### src/rtl/dbgen_pkg.sv
`timescale 1ns/1ps
package dbgen_pkg;
   localparam int REG_AW = 2;
   localparam int CTRL_W = 10;
   localparam int NUM_DLY = 2;

   localparam logic [REG_AW-1:0] ADDR_CTRL = 2'd0;
   localparam logic [REG_AW-1:0] ADDR_RED  = 2'd1;
   localparam logic [REG_AW-1:0] ADDR_FED  = 2'd2;

   typedef enum logic [1:0] {
      LD_ZERO = 2'd0,
      LD_PRD  = 2'd1,
      LD_BOTH = 2'd2,
      LD_NONE = 2'd3
   } load_e;

   typedef enum logic [1:0] {
      RT_SPLIT   = 2'd0,
      RT_SWAP    = 2'd1,
      RT_STACK_A = 2'd2,
      RT_PHASE_B = 2'd3
   } route_e;

   typedef struct packed {
      logic   inv_b;
      logic   inv_a;
      route_e route;
      load_e  fed_mode;
      load_e  red_mode;
      logic   fed_sh;
      logic   red_sh;
   } ctrl_t;
endpackage

### src/rtl/dbgen_regs.sv
`timescale 1ns/1ps
module dbgen_regs
   import dbgen_pkg::*;
#(
   parameter int CNT_W  = 14,
   parameter int DATA_W = 16
) (
   input  logic                          clk,
   input  logic                          rst_n,
   input  logic                          wr_en,
   input  logic [REG_AW-1:0]             wr_addr,
   input  logic [DATA_W-1:0]             wr_data,
   input  logic                          ev_zero,
   input  logic                          ev_prd,
   output ctrl_t                         ctrl_o,
   output logic [NUM_DLY-1:0][CNT_W-1:0] act_o,
   output logic [NUM_DLY-1:0][CNT_W-1:0] shd_o
);
   logic [CTRL_W-1:0] ctrl_raw;
   logic              unused_wr_bits;

   assign unused_wr_bits = ^wr_data;
   assign ctrl_o         = ctrl_t'(ctrl_raw);

   always_ff @(posedge clk or negedge rst_n) begin
      if (!rst_n) begin
         ctrl_raw <= '0;
      end else if (wr_en && wr_addr == ADDR_CTRL) begin
         ctrl_raw <= wr_data[CTRL_W-1:0];
      end
   end

   // one channel per delay: 0 = rising, 1 = falling
   for (genvar c = 0; c < NUM_DLY; c++) begin : g_ch
      localparam logic [REG_AW-1:0] MY_ADDR = (c == 0) ? ADDR_RED : ADDR_FED;

      logic             hit;
      logic             sh_en;
      logic             load;
      logic [1:0]       mode;
      logic [CNT_W-1:0] act_q;
      logic [CNT_W-1:0] shd_q;

      assign hit   = wr_en && (wr_addr == MY_ADDR);
      assign sh_en = ctrl_raw[c];
      assign mode  = ctrl_raw[2 + 2*c +: 2];

      always_comb begin
         case (load_e'(mode))
            LD_ZERO: load = ev_zero;
            LD_PRD:  load = ev_prd;
            LD_BOTH: load = ev_zero | ev_prd;
            default: load = 1'b0;
         endcase
      end

      always_ff @(posedge clk or negedge rst_n) begin
         if (!rst_n) begin
            act_q <= '0;
            shd_q <= '0;
         end else begin
            if (hit) begin
               shd_q <= wr_data[CNT_W-1:0];
            end
            if (!sh_en) begin
               if (hit) begin
                  act_q <= wr_data[CNT_W-1:0];
               end
            end else if (load) begin
               act_q <= shd_q;
            end
         end
      end

      assign act_o[c] = act_q;
      assign shd_o[c] = shd_q;
   end
endmodule

### src/rtl/dbgen_delay.sv
`timescale 1ns/1ps
module dbgen_delay #(
   parameter int CNT_W   = 14,
   parameter bit FALLING = 1'b0
) (
   input  logic             clk,
   input  logic             rst_n,
   input  logic             din,
   input  logic [CNT_W-1:0] dly,
   output logic             dout
);
   localparam logic [CNT_W-1:0] CNT_MAX  = {CNT_W{1'b1}};
   localparam logic             IDLE_LVL = FALLING;

   logic             x_int;
   logic             prv_q;
   logic             y_q;
   logic             rise;
   logic [CNT_W-1:0] cnt_q;
   logic [CNT_W-1:0] held_q;
   logic [CNT_W-1:0] cnt_d;
   logic [CNT_W-1:0] eff_d;
   logic [CNT_W-1:0] inc;

   // a falling delay is a rising delay on the complemented waveform
   if (FALLING) begin : g_fall
      assign x_int = ~din;
      assign dout  = ~y_q;
   end else begin : g_rise
      assign x_int = din;
      assign dout  = y_q;
   end

   always_comb begin
      rise  = x_int & ~prv_q;
      inc   = (cnt_q == CNT_MAX) ? CNT_MAX : cnt_q + 1'b1;
      cnt_d = rise ? '0 : inc;
      eff_d = rise ? dly : held_q;
   end

   always_ff @(posedge clk or negedge rst_n) begin
      if (!rst_n) begin
         prv_q  <= IDLE_LVL;
         y_q    <= IDLE_LVL;
         cnt_q  <= '0;
         held_q <= '0;
      end else begin
         prv_q <= x_int;
         y_q   <= x_int && (cnt_d >= eff_d);
         if (x_int) begin
            cnt_q <= cnt_d;
         end
         if (rise) begin
            held_q <= dly;
         end
      end
   end
endmodule

### src/rtl/dbgen_route.sv
`timescale 1ns/1ps
module dbgen_route
   import dbgen_pkg::*;
(
   input  ctrl_t ctrl,
   input  logic  red_a,
   input  logic  fed_a,
   input  logic  fed_b,
   input  logic  red_b,
   input  logic  chain,
   input  logic  pass_a,
   input  logic  pass_b,
   output logic  pwm_a_o,
   output logic  pwm_b_o
);
   logic ya;
   logic yb;

   always_comb begin
      case (ctrl.route)
         RT_SPLIT: begin
            ya = red_a;
            yb = fed_b;
         end
         RT_SWAP: begin
            ya = fed_a;
            yb = red_b;
         end
         RT_STACK_A: begin
            ya = chain;
            yb = pass_b;
         end
         default: begin
            ya = pass_a;
            yb = chain;
         end
      endcase
      pwm_a_o = ya ^ ctrl.inv_a;
      pwm_b_o = yb ^ ctrl.inv_b;
   end
endmodule

### src/rtl/dbgen_top.sv
`timescale 1ns/1ps
module dbgen_top
   import dbgen_pkg::*;
#(
   parameter int CNT_W  = 14,
   parameter int DATA_W = 16
) (
   input  logic              clk,
   input  logic              rst_n,
   input  logic              wr_en,
   input  logic [REG_AW-1:0] wr_addr,
   input  logic [DATA_W-1:0] wr_data,
   input  logic              ev_zero,
   input  logic              ev_prd,
   input  logic              pwm_a_i,
   input  logic              pwm_b_i,
   output logic              pwm_a_o,
   output logic              pwm_b_o
);
   if (CNT_W < 2 || DATA_W < CNT_W || DATA_W < CTRL_W) begin : g_bad_cfg
      $error("dbgen_top: CNT_W must be >= 2 and DATA_W must cover CNT_W and the control word");
   end

   ctrl_t                         ctrl_q;
   logic [NUM_DLY-1:0][CNT_W-1:0] act_q;
   logic [NUM_DLY-1:0][CNT_W-1:0] shd_q;
   logic                          red_a;
   logic                          fed_a;
   logic                          fed_b;
   logic                          red_b;
   logic                          chain;
   logic                          pass_a_q;
   logic                          pass_b_q;

   dbgen_regs #(.CNT_W(CNT_W), .DATA_W(DATA_W)) u_regs (
      .clk     (clk),
      .rst_n   (rst_n),
      .wr_en   (wr_en),
      .wr_addr (wr_addr),
      .wr_data (wr_data),
      .ev_zero (ev_zero),
      .ev_prd  (ev_prd),
      .ctrl_o  (ctrl_q),
      .act_o   (act_q),
      .shd_o   (shd_q)
   );

   dbgen_delay #(.CNT_W(CNT_W), .FALLING(1'b0)) u_red_a (
      .clk(clk), .rst_n(rst_n), .din(pwm_a_i), .dly(act_q[0]), .dout(red_a));
   dbgen_delay #(.CNT_W(CNT_W), .FALLING(1'b1)) u_fed_a (
      .clk(clk), .rst_n(rst_n), .din(pwm_a_i), .dly(act_q[1]), .dout(fed_a));
   dbgen_delay #(.CNT_W(CNT_W), .FALLING(1'b1)) u_fed_b (
      .clk(clk), .rst_n(rst_n), .din(pwm_b_i), .dly(act_q[1]), .dout(fed_b));
   dbgen_delay #(.CNT_W(CNT_W), .FALLING(1'b0)) u_red_b (
      .clk(clk), .rst_n(rst_n), .din(pwm_b_i), .dly(act_q[0]), .dout(red_b));
   // chained path: falling delay applied to the rising-delayed A
   dbgen_delay #(.CNT_W(CNT_W), .FALLING(1'b1)) u_chain (
      .clk(clk), .rst_n(rst_n), .din(red_a), .dly(act_q[1]), .dout(chain));

   always_ff @(posedge clk or negedge rst_n) begin
      if (!rst_n) begin
         pass_a_q <= 1'b0;
         pass_b_q <= 1'b0;
      end else begin
         pass_a_q <= pwm_a_i;
         pass_b_q <= pwm_b_i;
      end
   end

   dbgen_route u_route (
      .ctrl    (ctrl_q),
      .red_a   (red_a),
      .fed_a   (fed_a),
      .fed_b   (fed_b),
      .red_b   (red_b),
      .chain   (chain),
      .pass_a  (pass_a_q),
      .pass_b  (pass_b_q),
      .pwm_a_o (pwm_a_o),
      .pwm_b_o (pwm_b_o)
   );
endmodule

### config.mk
export PLATFORM = sky130hd
export DESIGN_NAME = dbgen_top
export DESIGN_NICKNAME = d
export VERILOG_FILES = /design/src/rtl/dbgen_pkg.sv /design/src/rtl/dbgen_regs.sv /design/src/rtl/dbgen_delay.sv /design/src/rtl/dbgen_route.sv /design/src/rtl/dbgen_top.sv
export SDC_FILE = /design/constraint.sdc
export NUM_CORES = 1
export LEC_CHECK = 0
export BUFFER_PORTS_ARGS = -buffer_cell sky130_fd_sc_hd__buf_2
export CAP_MARGIN = 20
export CORE_MARGIN = 4
export CORE_UTILIZATION = 55
export CTS_CLUSTER_SIZE = 14
export DETAILED_ROUTE_END_ITERATION = 8
export PLACE_DENSITY = 0.71
export SETUP_SLACK_MARGIN = 0.5
export SLEW_MARGIN = 30
export SYNTH_ARGS = -nofsm -noshare
export SYNTH_HDL_FRONTEND = slang
export SYNTH_SLANG_ARGS = --single-unit
### constraint.sdc
create_clock -name clk -period 3.7 [get_ports clk]
set_input_delay 0 -clock clk [delete_from_list [all_inputs] [get_ports clk]]
set_output_delay 0 -clock clk [all_outputs]
set_load 0.02 [all_outputs]
* Word level (Yosys, flattened, before mapping)
Index checks and enable logic that the tools add are counted.
Widths: inputs -> output; s select.
** Storage, ports and cells
- Bits in registers :: 216
- Latch bits :: 0
- Memory bits (writable) :: 0
- ROM bits :: 0
- Output and inout bits :: 2
- Word-level logic and storage cells :: 110
- Memories kept :: 0
** Operators by class
- $add $sub $neg :: 5
- $mul :: 0
- Div/mod/pow operators :: 0
- $lt $le $gt $ge :: 5
- Equality and inequality tests :: 15
- Shift-type cells :: 0
- Multiplexer cells :: 25
- Bitwise operators :: 19
- Reduce and logical (&&, ||, !) cells :: 16
** Operator list (count)
- $mux 14 :: 21
- $add 14x1->14 const B :: 5
- $eq 14x14->1 const B :: 5
- $ge 14x14->1 :: 5
- $pmux 1 s3 :: 4
- $not 1->1 :: 11
- $eq 2x1->1 const B :: 4
- $eq 2x2->1 const B :: 4
- $logic_and 1x1->1 :: 8
- $logic_not 2->1 :: 4
- $and 1x1->1 :: 5
- $ne 2x2->1 const B :: 2
- $reduce_and 2->1 :: 2
- $reduce_bool 2->1 :: 2
- $xor 1x1->1 :: 2
- $or 1x1->1 :: 1

* Longest topological paths before layout
Gate-level depths: netlist of run 1.
- Word-level depth :: 5
- Gate-level depth with buffers :: 12

* Hierarchy
From an unflattened synthesis of run 1, not the netlist that was laid out.
** Second synthesis, totals
- Cells, all modules :: 1445
- Area, all modules :: 13713.2 sq um
** By module, submodules not included
- dbgen_regs :: instances 1, cells an instance 385, area each 3963.8 sq um, sequential area each 1651.6 sq um
- dbgen_delay at u_chain ... :: instances 2, cells an instance 206, area each 1885.6 sq um, sequential area each 753.2 sq um
- dbgen_delay at u_red_a :: instances 1, cells an instance 220, area each 1983.2 sq um, sequential area each 750.7 sq um
- dbgen_delay at u_fed_b :: instances 1, cells an instance 212, area each 1950.6 sq um, sequential area each 753.2 sq um
- dbgen_delay at u_red_b :: instances 1, cells an instance 210, area each 1924.3 sq um, sequential area each 750.7 sq um
- dbgen_route :: instances 1, cells an instance 4, area each 70.1 sq um, sequential area each 0.0 sq um
- dbgen_top :: instances 1, cells an instance 2, area each 50.0 sq um, sequential area each 50.0 sq um

* Least setup slack after synthesis of run 1
No wires, ideal clock.
- Path type :: reg2reg
- Start point :: reg u_fed_a.cnt_q[0]
- End point :: reg u_fed_a.y_q
- Data arrival time :: 2.615 ns
- Data required time :: 3.606 ns
- Slack :: 0.990 ns
- Stages on the path, launching flop included :: 13
- Path buffers :: 3
- Period minus slack after synthesis :: 2.710 ns
- Path through :: dfrtp_1 -> ha_1 -> buf_2 -> inv_1 -> or4_4 -> buf_6 -> buf_2 -> a21oi_1 -> ha_1 -> a21oi_1 -> o21ai_0 -> a2111oi_0 -> a211oi_1
** On the way
- Cells in the longest elaborated chain, start to end :: 5
- Elaborated cells on any way between the ends :: 6
- Those cells by class :: add/sub: 1; order compare: 1; eq/ne: 1; mux: 2; reduce/logical: 1
** RTL lines
- start, declared :: line dbgen_delay.sv:19 : logic [CNT_W-1:0] cnt_q;
- start signal, assigned :: line dbgen_delay.sv:51 : cnt_q <= cnt_d;
- $add 14x1->14 or $eq 14x14->1 (tied branches) :: line dbgen_delay.sv:36 : inc = (cnt_q == CNT_MAX) ? CNT_MAX : cnt_q + 1'b1;
- $mux 14 * :: line dbgen_delay.sv:36
- $mux 14 * :: line dbgen_delay.sv:37 : cnt_d = rise ? '0 : inc;
- net u_fed_a.cnt_d[11] :: line dbgen_delay.sv:21 : logic [CNT_W-1:0] cnt_d;
- $ge 14x14->1 * :: line dbgen_delay.sv:49 : y_q <= x_int && (cnt_d >= eff_d);
- $logic_and 1x1->1 * :: line dbgen_delay.sv:49
- end signal, assigned :: line dbgen_delay.sv:49
- end, declared :: line dbgen_delay.sv:17 : logic y_q;
The timed path passes the listed nets; every way through them passes the cells marked *.
A chain may end at the register's enable or synchronous reset.

* Worst setup path after layout of run 1
- Start point :: reg u_red_a.cnt_q[3]
- End point :: reg u_red_a.y_q (netlist: u_red_a.dout)
** On the way
- Cells in the longest elaborated chain, start to end :: 5
- Elaborated cells on any way between the ends :: 6
- Those cells by class :: add/sub: 1; order compare: 1; eq/ne: 1; mux: 2; reduce/logical: 1
** RTL lines (line)
- start, declared :: dbgen_delay.sv:19
- start signal, assigned :: dbgen_delay.sv:51
- $add 14x1->14 or $eq 14x14->1 (tied branches) :: dbgen_delay.sv:36
- $mux 14 * :: dbgen_delay.sv:36
- $mux 14 * :: dbgen_delay.sv:37
- net u_red_a.cnt_d[13] :: dbgen_delay.sv:21
- $ge 14x14->1 * :: dbgen_delay.sv:49
- $logic_and 1x1->1 * :: dbgen_delay.sv:49
- end signal, assigned :: dbgen_delay.sv:49
- end, declared :: dbgen_delay.sv:17
Marked as above.

==> flow_metrics.tcl, run 1 <==
set metrics [dict create \
    status "completed" \
    crit_path_start_kind "flop" \
    synth_area_leaders "dfrtp_1 42%, mux2_2 8.6%, ha_1 7.5%" \
    grt_first_pass_wirelength_um 47300 \
    area_growth_pct 12.5 \
    min_path_type "input port to asynchronous set/reset pin" \
    clock_latency_ps 530 \
    crit_fanout 8 \
    period_needed_ps 2990 \
    syn_nets 1352 \
    dp_hpwl_um 19300 \
    grt_use_total_pct 22.2 \
    cts_setup_buffers 0 \
    tightestPinTransition_ps 908 \
    criticalPathCategory "flop to flop" \
    synth_top_area_share_pct 42.0 \
    yosysSeqAreaShare_pct 43.3 \
    rows 54 \
    die_w_um 159 \
    max_cap_viol_count 0 \
    hold_violations 0 \
    cts.sinks 216 \
    drtIter0Drc 549 \
    postRouteAntennaNets 0 \
    clk_pin_slew_ps 60 \
    ioPinCount 27 \
    synthDistinctLibCells 70 \
    post_dp_cell_area_mm2 0.0129 \
    rsz0062_at_grt "true" \
    ys.warnings.count 0 \
    fin_skew_ps 12.1 \
    setup_viol 0 \
    synthArstFlopShare_pct 100 \
    num_vias 9337 \
    grt_overflow 0 \
    place_congestion 0.877 \
    syn_avg_cell_area_um2 9.99 \
    final_cell_mix "210 x dfrtp_1, 113 x a21oi_1, 95 x mux2_2" \
    final_cell_area_mm2 0.0141 \
    final_util_pct 63.6 \
    final_common_cell "dfrtp_1" \
    cts_buffers 25 \
    arrival_ps 3370 \
    fmax_mhz 335 \
    clock-root-buffer "clkbuf_16" \
    ys_ff_latch 216 \
    drc 0 \
    final_nets 1377 \
    required_ps 4080 \
    drt-total-wl_um 28200 \
    port_buffers 24 \
    ys.flop_type "dfrtp_1" \
    synth_top_area_cell "dfrtp_1" \
    critPathCaptureType "flop" \
    setup_tns_ps 0 \
    core_mm2 0.0221 \
    syn-cell-area_mm2 0.0125 \
    die_h_um 159 \
    p_leak_uw 0.00634 \
    wl_per_cell_um 17.9 \
    drtPass1Iterations 5 \
    drv_slew 0 \
    diodes 0 \
    drive_above_1_share_pct 16.8 \
    antenna_found_initial 0 \
    start_util_pct 56.6 \
    dieArea_mm2 0.0252 \
    p_per_area_mw_per_mm2 609 \
    vdd_drop_max_mv 0.346 \
    largest_registers "u_regs.g_ch.act_q: 28 flops, u_regs.g_ch.shd_q: 28 flops" \
    relSlewSlack_pct 39.3 \
    grt_max_degree 107 \
    via_per_inst 5.92 \
    cts_tree "built" \
    min_period_over_period_pct 80.7 \
    clk_path_buf_depth 3 \
    syn_inst 1252 \
    htree_levels 1 \
    synth_edf_count 0 \
    grt_pass1_vias 9063 \
]
-- logic make-up after synthesis --
logic type / share of synthesized area [%]
DFF: 43.3
muxes: 14.0
buffers and inverters: 5.31
xor gates and xnor gates: 3.01
AOI/OAI and AO/OA: 12.7
adders and majority gates: 7.51
and+or+nand+nor: 14.2
-- metal layers --
metal  vias up  part of all wire [%]  GRT usage, %
met1      4519                    47          31.6
met2       188                    47          36.6
met4         0                   2.1          5.29
met5         -                     0             0
met3        44                   3.9          2.93
li1       4586                     -             -
-- power by group --
part,internal [uW],switching (uW)
Clock,1800,1020
Sequential,3040,552
Combinational,1010,1150
-- what timing repair did --
action                                 CTS  global route
setup endpoints to repair                0             3
resized for setup                        0             5
endpoints found under the hold margin  175             0
hold buffers                            22             0
-- Yosys cell counts (all sizes together) (3+ instances only) --
cell	n
nand3	40
nor2b	8
o2bb2ai	4
nand2b	3
or4	4
o311a	4
nor3	35
dfstp	6
a211oi	10
nor4	15
ha	75
mux2	95
mux2i	66
and3	18
a31o	3
a31oi	24
a311oi	5
o22ai	3
and4	13
or2	4
xnor2	27
a221oi	4
a2111oi	9
nor2	69
a21o	3
inv	90
nand4	28
and4b	3
buf	31
o22a	5
nand2	76
clkbuf	41
o21ai	52
and2	3
a21oi	113
nor4b	4
dfrtp	210
nor3b	4
xor2	16
a41oi	5
-- layout make-up --
type,count,area [um^2]
inverter,91,342
clock buffer,31,678
multi-input combinational,873,6470
timing repair buffer,70,543
fill,1747,8030
tap,280,350
clock inverter,15,269
sequential,216,5410
-- through the flow --
step | total power, uW | worst slack, ps | std cells | hold slack (ps)
6_report | 8560 | 713 | 1576 | 89.1
3_3_place_gp | 5620 | 631 | 1508 | 116
4_1_cts | 8640 | 519 | 1576 | 95.6
2_1_floorplan | 5040 | 990 | 1252 | -296
5_1_grt | 9120 | 470 | 1576 | 129
3_5_place_dp | 5750 | 529 | 1508 | 117
-- worst paths after layout --
path / endpoint / cells after the start / slack [ps] / start
setup reg to reg: u_red_a.dout / 9 / 710 / u_red_a.cnt_q[3]
min in group clk: u_regs.g_ch[0].shd_q[4] / 4 / 130 / wr_en
hold / removal: u_chain.cnt_q[2] / 2 / 90 / rst_n
hold reg to reg: u_red_b.held_q[0] / 2 / 480 / u_red_b.held_q[0]
max in group asynchronous: u_regs.g_ch[0].act_q[9] / 3 / 2640 / rst_n
setup / recovery: u_red_a.dout / 9 / 710 / u_red_a.cnt_q[3]
-- worst max-delay path, cell delays in order (launching register included) --
cell and delay (ps):
dfrtp_1 480, nand4_1 250, nor4_1 600, a31oi_1 160
o21a_1 140, ha_1 300, a21oi_1 150, o21ai_0 130
a2111oi_0 410, a211oi_1 200
No activity file was read; power rests on OpenSTA's default activity.
==> inputs of run 2 (changes only) <==
--- a/config.mk
+++ b/config.mk
@@ -11,7 +11,7 @@
 export CORE_UTILIZATION = 55
 export CTS_CLUSTER_SIZE = 14
 export DETAILED_ROUTE_END_ITERATION = 8
-export PLACE_DENSITY = 0.71
+export PLACE_DENSITY = 0.74
 export SETUP_SLACK_MARGIN = 0.5
 export SLEW_MARGIN = 30
 export SYNTH_ARGS = -nofsm -noshare
==> constraint.sdc (replaced) <==
create_clock -name clk -period 2.4 [get_ports clk]
set_input_delay 0 -clock clk [delete_from_list [all_inputs] [get_ports clk]]
set_output_delay 0 -clock clk [all_outputs]
set_load 0.02 [all_outputs]
==> flow_metrics.tcl, run 2 (same netlist as run 1, synthesis figures left out) <==
set metrics [dict create \
    grt_max_degree 69 \
    min_path_type "input port to flop" \
    port_buffers 24 \
    critPathLaunch "u_red_a.cnt_q[0]" \
    core_mm2 0.0221 \
    hold_violations 0 \
    fillers 1433 \
    critPathCaptureType "flop" \
    cts_tree "built" \
    criticalPathCategory "flop to flop" \
    vdd_drop_max_mv 0.664 \
    use_met2_pct 43.2 \
    drive_above_1_share_pct 33.8 \
    cts_buffers 25 \
    final_cell_mix "191 x dfrtp_1, 169 x buf_4, 95 x mux2_2" \
    fin_skew_ps 17.8 \
    grt_overflow 0 \
    rows 54 \
    start_util_pct 56.6 \
    grt_use_total_pct 25.4 \
    cts.sinks 216 \
    die_w_um 159 \
    largest_registers "u_regs.g_ch.act_q: 28 flops, u_regs.g_ch.shd_q: 28 flops" \
    violations "setup timing" \
    final_util_pct 72.1 \
    clock_latency_ps 520 \
    ioPinCount 27 \
    drv_slew 0 \
    dp_hpwl_um 21800 \
    tightestPinTransition_ps 555 \
    place_congestion 0.934 \
    status "finished, violations left" \
    busiest_layer "met2" \
    clk_path_buf_depth 3 \
    antenna_found_initial 0 \
    final_nets 1535 \
    wl_per_cell_um 19.6 \
    relSlewSlack_pct 63.0 \
    fin_cells 1734 \
    drt-total-wl_um 34000 \
    via_per_inst 6.13 \
    r2r-start "u_red_a.cnt_q[0]" \
    arrival_ps 2850 \
    htree_levels 1 \
    die_h_um 159 \
    grt_first_pass_wirelength_um 53500 \
    fmax_mhz 410 \
    required_ps 2810 \
    area_growth_pct 27.4 \
    grt_pass1_vias 10400 \
    clock-root-buffer "clkbuf_16" \
    met1_usage_pct 34.1 \
    min_from "pwm_b_i" \
    p_leak_uw 0.00721 \
    final_common_cell "dfrtp_1" \
    drtPass1Iterations 7 \
    rsz0062_at_grt "true" \
    finalWorstSetupSlack_ps -37.0 \
    diodes 0 \
    crit_path_start_kind "flop" \
    num_vias 10600 \
    period_needed_ps 2440 \
    setup_viol 2 \
    dieArea_mm2 0.0252 \
    use_met3_pct 2.70 \
    min_period_over_period_pct 102 \
    place_inst 1617 \
    p_per_area_mw_per_mm2 864 \
    drc 0 \
    drtIter0Drc 785 \
    postRouteAntennaNets 0 \
    max_cap_viol_count 0 \
    clk_pin_slew_ps 60 \
    crit_fanout 4 \
]
run 2: metrics by stage:
step | hold slack [ps] | instance area, um^2 | setup slack (ps) | power (uW) | TNS [ps]
after floorplan | -296 | 12800 | -228 | 7850 | -228
after global placement | -1.21 | 13900 | -56.2 | 8940 | -110
after detailed placement | -6.29 | 13900 | -174 | 9210 | -620
after CTS | 0.826 | 15400 | 33.8 | 13500 | 0
after global routing | 1.04 | 15900 | -146 | 14500 | -402
final | 8.96 | 15900 | -37.0 | 13800 | -59.7
run 2: layout make-up:
| cell class | instances | area, um^2 | area share [%] |
|---|---|---|---|
| multi-input combinational | 874 | 7130 | 44.8 |
| sequential | 216 | 5440 | 34.1 |
| timing repair buffer | 227 | 1810 | 11.4 |
| clock buffer | 35 | 713 | 4.48 |
| tap | 280 | 350 | 2.20 |
| inverter | 91 | 344 | 2.16 |
| clock inverter | 11 | 146 | 0.919 |
run 2: final timing paths:
check                                    end  slack [ps]  cells past startpoint
max                             u_red_a.dout         -40                     10
min                            u_fed_b.prv_q           9                      4
max reg2reg                     u_red_a.dout         -40                     10
min reg2reg                u_fed_a.held_q[5]         480                      2
max in group asynchronous      u_fed_b.prv_q        1560                      3
min in group asynchronous   u_fed_a.cnt_q[7]          40                      2
run 2: critical path, cell delays in order (launching register included):
cell and delay, ps:
dfrtp_1 420, ha_4 180, nand3_2 130, nor2_2 220, a21boi_4 230, a311oi_2 120
ha_1 310, nand4_1 200, a21oi_2 190, a21oi_2 60, a211oi_2 280
run 2: repair_timing:
action                     in CTS  in global routing
hold buffers                   22                  1
setup endpoints to repair       7                 18
gates resized for setup        59                 72
setup buffers                  16                 31
hold endpoints to repair      288                  1
pin swaps                      23                 44
cloned                          0                  1
run 2: power breakdown:
part           switching [uW]  internal, uW  leakage, uW
Sequential                778          4690      0.00267
Clock                    1530          2400     0.000417
Combinational            2340          2020      0.00412
run 2: metal layers:
metal,up-vias,routed length (um)
li1,4909,-
met1,5214,14200
met2,413,16700
met3,98,1960
met4,0,1260
met5,-,0
